--- config.mk ---
export PLATFORM = sky130hd
export DESIGN_NAME = rotmask_word_unit
export DESIGN_NICKNAME = d
export VERILOG_FILES = /design/src/rtl/rotmask_pkg.sv /design/src/rtl/rm_rotator.sv /design/src/rtl/rm_mask_gen.sv /design/src/rtl/rm_merge.sv /design/src/rtl/rotmask_word_unit.sv
export SDC_FILE = /design/constraint.sdc
export NUM_CORES = 1
export LEC_CHECK = 0
export CORE_MARGIN = 1.5
export CORE_UTILIZATION = 43
export DETAILED_ROUTE_END_ITERATION = 8
export PLACE_DENSITY = 0.86
export SLEW_MARGIN = 20
export SYNTH_ARGS = -nofsm -noshare
export SYNTH_HDL_FRONTEND = slang
export SYNTH_HIERARCHICAL = 1
export SYNTH_SLANG_ARGS = --single-unit
--- constraint.sdc ---
create_clock -name vclk -period 4.3
set_input_delay 0.645 -clock vclk [all_inputs]
set_output_delay 0.645 -clock vclk [all_outputs]
set_load 0.02 [all_outputs]
--- src/rtl/rotmask_pkg.sv ---
package rotmask_pkg;

    typedef enum logic {
        RM_OP_AND    = 1'b0,
        RM_OP_INSERT = 1'b1
    } rm_op_e;

endpackage

--- src/rtl/rm_rotator.sv ---
module rm_rotator #(
    parameter int WORD_W = 32,
    parameter int SH_W   = $clog2(WORD_W)
) (
    input  logic [WORD_W-1:0] word_i,
    input  logic [SH_W-1:0]   sh_i,
    output logic [WORD_W-1:0] word_o
);

    logic [SH_W:0][WORD_W-1:0] stage;

    assign stage[0] = word_i;

    for (genvar s = 0; s < SH_W; s++) begin : g_stage
        localparam int STEP = 2 ** s;
        always_comb begin
            if (sh_i[s]) begin
                stage[s+1] = {stage[s][WORD_W-1-STEP:0], stage[s][WORD_W-1:WORD_W-STEP]};
            end else begin
                stage[s+1] = stage[s];
            end
        end
    end

    assign word_o = stage[SH_W];

endmodule

--- src/rtl/rm_mask_gen.sv ---
module rm_mask_gen #(
    parameter int WORD_W = 32,
    parameter int IDX_W  = $clog2(WORD_W)
) (
    input  logic [IDX_W-1:0]  mb_i,
    input  logic [IDX_W-1:0]  me_i,
    output logic [WORD_W-1:0] begin_mask_o,
    output logic [WORD_W-1:0] end_mask_o,
    output logic [WORD_W-1:0] mask_o
);

    localparam logic [WORD_W-1:0] ALL_ONES = '1;
    localparam logic [IDX_W-1:0]  LAST_POS = IDX_W'(WORD_W - 1);

    logic [IDX_W-1:0] end_shift;
    logic             wraps;

    always_comb begin
        end_shift    = LAST_POS - me_i;
        begin_mask_o = ALL_ONES >> mb_i;
        end_mask_o   = ALL_ONES << end_shift;
        wraps        = (mb_i > me_i);
        if (wraps) begin
            mask_o = begin_mask_o | end_mask_o;
        end else begin
            mask_o = begin_mask_o & end_mask_o;
        end
    end

endmodule

--- src/rtl/rm_merge.sv ---
module rm_merge
    import rotmask_pkg::*;
#(
    parameter int WORD_W = 32,
    parameter int DATA_W = 64
) (
    input  logic [WORD_W-1:0] rot_i,
    input  logic [WORD_W-1:0] mask_i,
    input  logic [DATA_W-1:0] dest_i,
    input  rm_op_e            op_i,
    output logic [DATA_W-1:0] result_o
);

    localparam int COPIES = DATA_W / WORD_W;

    logic [DATA_W-1:0] rot_wide;
    logic [DATA_W-1:0] mask_wide;

    for (genvar c = 0; c < COPIES; c++) begin : g_copy
        assign rot_wide[c*WORD_W +: WORD_W] = rot_i;
    end

    assign mask_wide = {{(DATA_W-WORD_W){1'b0}}, mask_i};

    always_comb begin
        unique case (op_i)
            RM_OP_INSERT: result_o = (rot_wide & mask_wide) | (dest_i & ~mask_wide);
            default:      result_o = rot_wide & mask_wide;
        endcase
    end

endmodule

--- src/rtl/rotmask_word_unit.sv ---
module rotmask_word_unit
    import rotmask_pkg::*;
#(
    parameter int WORD_W = 32,
    parameter int DATA_W = 64,
    parameter int AMT_W  = 6,
    parameter int IDX_W  = $clog2(WORD_W)
) (
    input  logic [DATA_W-1:0] src_i,
    input  logic [DATA_W-1:0] dest_i,
    input  logic [AMT_W-1:0]  amount_i,
    input  logic [IDX_W-1:0]  mb_i,
    input  logic [IDX_W-1:0]  me_i,
    input  logic              op_i,
    output logic [DATA_W-1:0] result_o
);

    logic [WORD_W-1:0] rot_word;
    logic [WORD_W-1:0] begin_mask;
    logic [WORD_W-1:0] end_mask;
    logic [WORD_W-1:0] word_mask;
    logic              unused_hi;

    assign unused_hi = ^{src_i[DATA_W-1:WORD_W], amount_i[AMT_W-1:IDX_W]};

    rm_rotator #(.WORD_W(WORD_W), .SH_W(IDX_W)) u_rot (
        .word_i (src_i[WORD_W-1:0]),
        .sh_i   (amount_i[IDX_W-1:0]),
        .word_o (rot_word)
    );

    rm_mask_gen #(.WORD_W(WORD_W), .IDX_W(IDX_W)) u_mask (
        .mb_i         (mb_i),
        .me_i         (me_i),
        .begin_mask_o (begin_mask),
        .end_mask_o   (end_mask),
        .mask_o       (word_mask)
    );

    rm_merge #(.WORD_W(WORD_W), .DATA_W(DATA_W)) u_merge (
        .rot_i    (rot_word),
        .mask_i   (word_mask),
        .dest_i   (dest_i),
        .op_i     (rm_op_e'(op_i)),
        .result_o (result_o)
    );

endmodule

==> results of run 1 <==
## worst max path at each step
stage / to / slack, ps / cells after the start
finish: result_o[1] / 170 / 10
global route: result_o[1] / 9 / 10
CTS: result_o[0] / 170 / 8
detailed placement: result_o[0] / 180 / 8
global placement: result_o[0] / 190 / 8
floorplan: result_o[3] / 1020 / 9
## routing by layer
metal	wire length, um	GRT usage [%]	part of all wire, %
met1	4790	35.7	38
met2	6230	49.6	50
met3	1370	5.12	11
met4	191	3.54	1.5
met5	0	0	0
## power groups by stage
stage	logic, mW	clock network, mW	registers [mW]
6_report	0.857	0	0
5_1_grt	0.911	0	0
4_1_cts	0.854	0	0
3_5_place_dp	0.849	0	0
3_3_place_gp	0.839	0	0
2_1_floorplan	0.500	0	0
## critical path, cell delays in order
cell                              delay [ps]
sky130_fd_sc_hd__clkdlybuf4s50_1         480
sky130_fd_sc_hd__inv_1                   110
sky130_fd_sc_hd__ha_1                    310
sky130_fd_sc_hd__a21o_1                  170
sky130_fd_sc_hd__a21oi_1                 180
sky130_fd_sc_hd__a32oi_2                  80
sky130_fd_sc_hd__buf_4                   260
sky130_fd_sc_hd__maj3_1                  410
sky130_fd_sc_hd__o21ai_0                 170
sky130_fd_sc_hd__clkdlybuf4s50_1         660
## final cells by class
type               count  area [um2]
multi-input cells    343        3210
inverters             12        45.0
fillers              630        2500
repair buffers       192        1920
well taps            102         128
## timing repair
item / CTS / global route
endpoints found under the setup margin: 0 / 1
hold endpoints to repair: 0 / 0
gates resized for setup: 0 / 1
hold buffers: 0 / 0
## through the flow
stage	hold WS [ps]	setup slack, ps	util [%]	std cells	cell area [um2]
finish	2060	171	68.0	649	5310
global route	2110	8.75	68.0	649	5310
CTS	2340	171	68.0	649	5310
detailed placement	2330	178	68.0	649	5310
global placement	2330	193	68.0	649	5310
floorplan	1470	1020	-	394	3510
## layout by cell type (no fill, tap or decap), types with 2 or more instances in the layout
cell type                           n
sky130_fd_sc_hd__a21o_1             3
sky130_fd_sc_hd__a21oi_1           15
sky130_fd_sc_hd__and2_1            34
sky130_fd_sc_hd__and3_1             2
sky130_fd_sc_hd__buf_12             4
sky130_fd_sc_hd__buf_4             12
sky130_fd_sc_hd__clkdlybuf4s50_1  173
sky130_fd_sc_hd__ha_1               5
sky130_fd_sc_hd__inv_1             11
sky130_fd_sc_hd__maj3_1            28
sky130_fd_sc_hd__maj3_2             2
sky130_fd_sc_hd__mux2_2            32
sky130_fd_sc_hd__mux4_1             3
sky130_fd_sc_hd__mux4_2            61
sky130_fd_sc_hd__nand2_1           83
sky130_fd_sc_hd__nand3_1            2
sky130_fd_sc_hd__nor2_1            15
sky130_fd_sc_hd__nor2b_1            2
sky130_fd_sc_hd__o21ai_0           16
sky130_fd_sc_hd__o21ai_1           30
sky130_fd_sc_hd__or2_1              4
sky130_fd_sc_hd__or3_4              2
==> qor_table.md, run 1 <==
| Stage | Result | Reported |
|---|---|---|
| status | Outcome | finished, final reports clean |
| sta | Max-slew violation count | 0 |
| cts | Post-CTS Setup Bufs | 0 |
| worst setup path | Required time of the critical path | 3650 ps |
| route | Wire length per cell after detailed routing | 19.4 um |
| place | RD Place Congestion | 1.01 |
| synthesis | Number of warnings reported in the yosys synthesis log | 6 |
| floorplan | Initial Util | 45.0% |
| route | Violation count after the first detailed-routing iteration | 311 |
| place | Quantity of I/O buffers inserted on ports | 176 |
| pwr | Power per unit of standard cell area | 161 mW/mm2 |
| synthesis | Gate Count Post-Synth | 394 |
| layout | Area growth from synthesis to final layout | 51.1% |
| sta | Final number of hold-violating endpoints | 0 |
| route | DRC | 0 |
| hold path | Type of the most critical hold path | in2out |
| layout | Antenna Diode Count | 0 |
| worst setup path | Critical setup path kind | in2out |
| hold path | Hold path cells | 4 |
| layout | Area of all sequential standard cells | 0 um2 |
| worst setup path | Highest fanout seen on the critical path | 32 |
| sta | Relative slew slack | 48.7% |
| floorplan | Die W | 93.4 um |
| pwr | Design internal power | 457 uW |
| sta | Final critical delay including setup and external delays | 4130 ps |
| place | Placed wire-length estimate after detailed placement | 10.5 mm |
| worst setup path | Category of the worst setup path capture point | output pin |
| sta | Endpoints failing setup | 0 |
| pwr | Switch Pwr | 401 uW |
| worst setup path | Critical Path Start | me_i[3] |
| route | Detail-routed via count per cell | 6.05 |
| layout | Number of clock buffers in the layout | 0 |
| hold path | Endpoint of the worst hold path | result_o[3] |
| sta | Setup TNS | 0 ps |
| global route | Vias in the first global route | 3633 |
| sta | Unrepaired setup endpoints after global routing | false |
| synthesis | Post-Syn Area | 0.00351 mm2 |
| global route | Maximum number of pins on one net before global-route repair | 54 |
| layout | Fraction of final layout cells sized beyond drive strength 1 | 21.8% |
| floorplan | Std cell rows | 32 |
| global route | Total GRT Usage | 27.8% |
| floorplan | Area of the die | 0.00872 mm2 |
| pwr | Combinational group share of total power | 100.0% |
| route | Vias | 3925 |
| worst setup path | Worst setup SP type | input port |
| floorplan | Vert. Die Dim | 93.4 um |
| pwr | Worst VDD drop | 0.107 mV |
| floorplan | Core region area | 0.00781 mm2 |
| synthesis | Number of nets in the synthesized netlist | 544 |
| pwr | Fraction of power spent switching nets | 46.7% |
| route | DRT antenna net count | 0 |
| global route | Global-route wire length before repair | 19.1 mm |
| worst setup path | Arrival time worst endpoint | 3480 ps |
| sta | Highest attainable clock frequency | 242 MHz |
| pwr | Total power after layout | 857 uW |
| hold path | HP Start | dest_i[3] |
| global route | Number of antenna violations at the first check in global routing | 0 |
| job | Max_cap viols | 0 |
| pwr | Sequential fraction of design power | 0% |
| layout | Final sequential cell count | 0 |
| route | WL final | 12.6 mm |
| sta | Final period utilization | 96.0% |
| pwr | Clock power frac | 0% |
| synthesis | Mean Syn Cell Area | 8.92 um2 |
| sta | Measured slew at the worst slew-check pin | 769 ps |
| floorplan | I/O pin count | 209 |
| global route | Overflow left after global routing | 0 |
| route | Total iterations of the first detailed-routing run | 5 |
| layout | Number of nets in the finished design | 699 |
| pwr | Standby leakage power | 1.93 nW |
Note: power is estimated with default switching activity, not from simulation.
==> inputs of run 2 (changes only) <==
--- a/config.mk
+++ b/config.mk
@@ -9,6 +9,8 @@
 export CORE_UTILIZATION = 43
 export DETAILED_ROUTE_END_ITERATION = 8
 export PLACE_DENSITY = 0.86
+export SETUP_SLACK_MARGIN = 0.1
+export SKIP_LAST_GASP = 1
 export SLEW_MARGIN = 20
 export SYNTH_ARGS = -nofsm -noshare
 export SYNTH_HDL_FRONTEND = slang
==> run 2 against run 1 <==
  * Sequential share of layout area stayed put
  * Flip-flop and latch count stayed put
  * Wire length increased by 0.25%
  * Utilization increased by 0.24 points
  * Hold slack lost 42 ps
  * Worst setup slack better by 28 ps
  * Clock-buffer cell count did not move
  * Global-route usage stayed put
  * Die area unchanged
  * Non-clock buffer count is the same
  * Combinational power about the same
  * Design area up 0.35%
  * Critical path type unchanged
  * Largest cell class unchanged
==> qor_table.md, run 2 (same netlist as run 1, synthesis figures left out) <==
| Stage | Result | Reported | vs previous |
|---|---|---|---|
| status | Outcome | finished, final reports clean |  |
| pwr | Total power after layout | 856 uW | -0.10% |
| floorplan | Std cell rows | 32 | unchanged |
| layout | Number of nets in the finished design | 699 | unchanged |
| worst setup path | Critical setup path kind | in2out |  |
| layout | Finished Core Util | 68.2% | +0.24 points |
| sta | Unrepaired setup endpoints after global routing | false |  |
| layout | Post-route cell area | 0.00533 mm2 | +0.35% |
| sta | Final critical delay including setup and external delays | 4100 ps | -28.0 ps |
| global route | Vias in the first global route | 3633 | unchanged |
| pwr | Fraction of power spent switching nets | 46.8% | +0.065 points |
| sta | Relative slew slack | 49.2% | +0.50 points |
| floorplan | Core region area | 0.00781 mm2 | unchanged |
| pwr | Standby leakage power | 2.00 nW | +3.9% |
| layout | Area of all sequential standard cells | 0 um2 | unchanged |
| pwr | Sequential fraction of design power | 0% | unchanged |
| place | RD Place Congestion | 1.01 | unchanged |
| place | Placed wire-length estimate after detailed placement | 10.5 mm | unchanged |
| floorplan | Die W | 93.4 um | unchanged |
| pwr | Design internal power | 456 uW | -0.22% |
| layout | Final sequential cell count | 0 | unchanged |
| floorplan | Vert. Die Dim | 93.4 um | unchanged |
| route | DRC | 0 | unchanged |
| pwr | Clock power frac | 0% | unchanged |
| route | Vias | 3886 | -0.99% |
| global route | Overflow left after global routing | 0 | unchanged |
| sta | Measured slew at the worst slew-check pin | 762 ps | -7.50 ps |
| global route | Number of antenna violations at the first check in global routing | 0 | unchanged |
| route | Wire length per cell after detailed routing | 19.4 um | +0.25% |
| layout | Fraction of final layout cells sized beyond drive strength 1 | 21.8% | unchanged |
| pwr | Switch Pwr | 401 uW | about the same |
| sta | Setup TNS | 0 ps | unchanged |
| layout | Most frequent cells in the layout | 167 x sky130_fd_sc_hd__clkdlybuf4s50_1, 83 x sky130_fd_sc_hd__nand2_1, 61 x sky130_fd_sc_hd__mux4_2 |  |
| layout | Area growth from synthesis to final layout | 51.6% |  |
| pwr | Worst VDD drop | 0.107 mV | +0.12% |
| route | Detail-routed via count per cell | 5.99 | -0.99% |
| worst setup path | Required time of the critical path | 3650 ps | about the same |
| cts | Post-cts resize count | 0 | unchanged |
| route | WL final | 12.6 mm | +0.25% |
| worst setup path | Category of the worst setup path capture point | output pin |  |
| layout | Most common cell after layout, fill and taps aside | sky130_fd_sc_hd__clkdlybuf4s50_1 |  |
| sta | Final-layout worst hold slack | 2010 ps | -42.5 ps |
| sta | Highest attainable clock frequency | 244 MHz | +0.68% |
| global route | Total GRT Usage | 27.8% | unchanged |
| worst setup path | Worst setup SP type | input port |  |
| worst setup path | Arrival time worst endpoint | 3460 ps | -20 ps |
| sta | Final number of hold-violating endpoints | 0 | unchanged |
| sta | Endpoints failing setup | 0 | unchanged |
| pwr | Power per unit of standard cell area | 161 mW/mm2 | -0.45% |
| floorplan | Initial Util | 45.0% | unchanged |
| pwr | Combinational group share of total power | 100.0% | about the same |
| global route | Maximum number of pins on one net before global-route repair | 54 | unchanged |
| place | Cell area after placement | 0.00531 mm2 | unchanged |
| hold path | Type of the most critical hold path | in2out |  |
| global route | Global-route wire length before repair | 19.1 mm | unchanged |
| place | Quantity of I/O buffers inserted on ports | 176 | unchanged |
| job | Max_cap viols | 0 | unchanged |
| floorplan | I/O pin count | 209 | unchanged |
| cts | Post-CTS Setup Bufs | 0 | unchanged |
| route | Total iterations of the first detailed-routing run | 5 | unchanged |
| sta | Max-slew violation count | 0 | unchanged |
| layout | Antenna Diode Count | 0 | unchanged |
| cts | Hold bufs inserted after CTS | 0 | unchanged |
| worst setup path | Highest fanout seen on the critical path | 32 | unchanged |
| layout | Number of fillers in the final layout | 627 | -0.48% |
| route | DRT antenna net count | 0 | unchanged |
| sta | Final period utilization | 95.4% | -0.65 points |
| layout | Number of clock buffers in the layout | 0 | unchanged |
| floorplan | Area of the die | 0.00872 mm2 | unchanged |
| route | Violation count after the first detailed-routing iteration | 279 | -10% |
[run 2: changes by cell type in the layout (fill, tap and decap cells not counted), sizes merged]
cell,delta
clkdlybuf4s50,-6
dlymetal6s2s,+6
[run 2: cell type report]
cell class / count / area (um2) / area share, %
tap: 102 / 128 / 2.40
inverter: 12 / 45.0 / 0.845
timing repair buffer: 192 / 1940 / 36.5
multi-input combinational: 343 / 3210 / 60.3
[run 2: path summary, 6_finish.rpt]
| path | slack (ps) | cells after the start | start | endpoint |
|---|---|---|---|---|
| max | 200 | 8 | amount_i[3] | result_o[4] |
| min | 2010 | 4 | dest_i[2] | result_o[2] |
[run 2: power by group through the flow]
stage	logic [mW]	registers, mW	clock network [mW]
floorplan	0.500	0	0
global route	0.910	0	0
finish	0.856	0	0
global placement	0.839	0	0
detailed placement	0.849	0	0
CTS	0.854	0	0
[run 2: layer usage]
metal	vias up	track usage [%]	wire (um)
li1	1794	-	-
met1	1852	35.7	4780
met2	230	49.6	6310
met3	10	5.12	1400
met4	0	3.54	133
met5	-	0	0
[run 2: worst max-delay path, stage by stage]
cell and delay, ps:
sky130_fd_sc_hd__clkdlybuf4s50_1 500, sky130_fd_sc_hd__buf_12 210, sky130_fd_sc_hd__mux4_2 580, sky130_fd_sc_hd__mux4_1 550
sky130_fd_sc_hd__mux2_2 300, sky130_fd_sc_hd__nand2_1 60, sky130_fd_sc_hd__o21ai_1 50, sky130_fd_sc_hd__clkdlybuf4s50_1 540
[run 2: stage by stage]
stage	setup WS [ps]	std cells
floorplan	1020	394
global placement	193	649
detailed placement	178	649
CTS	171	649
global route	130	649
finish	199	649
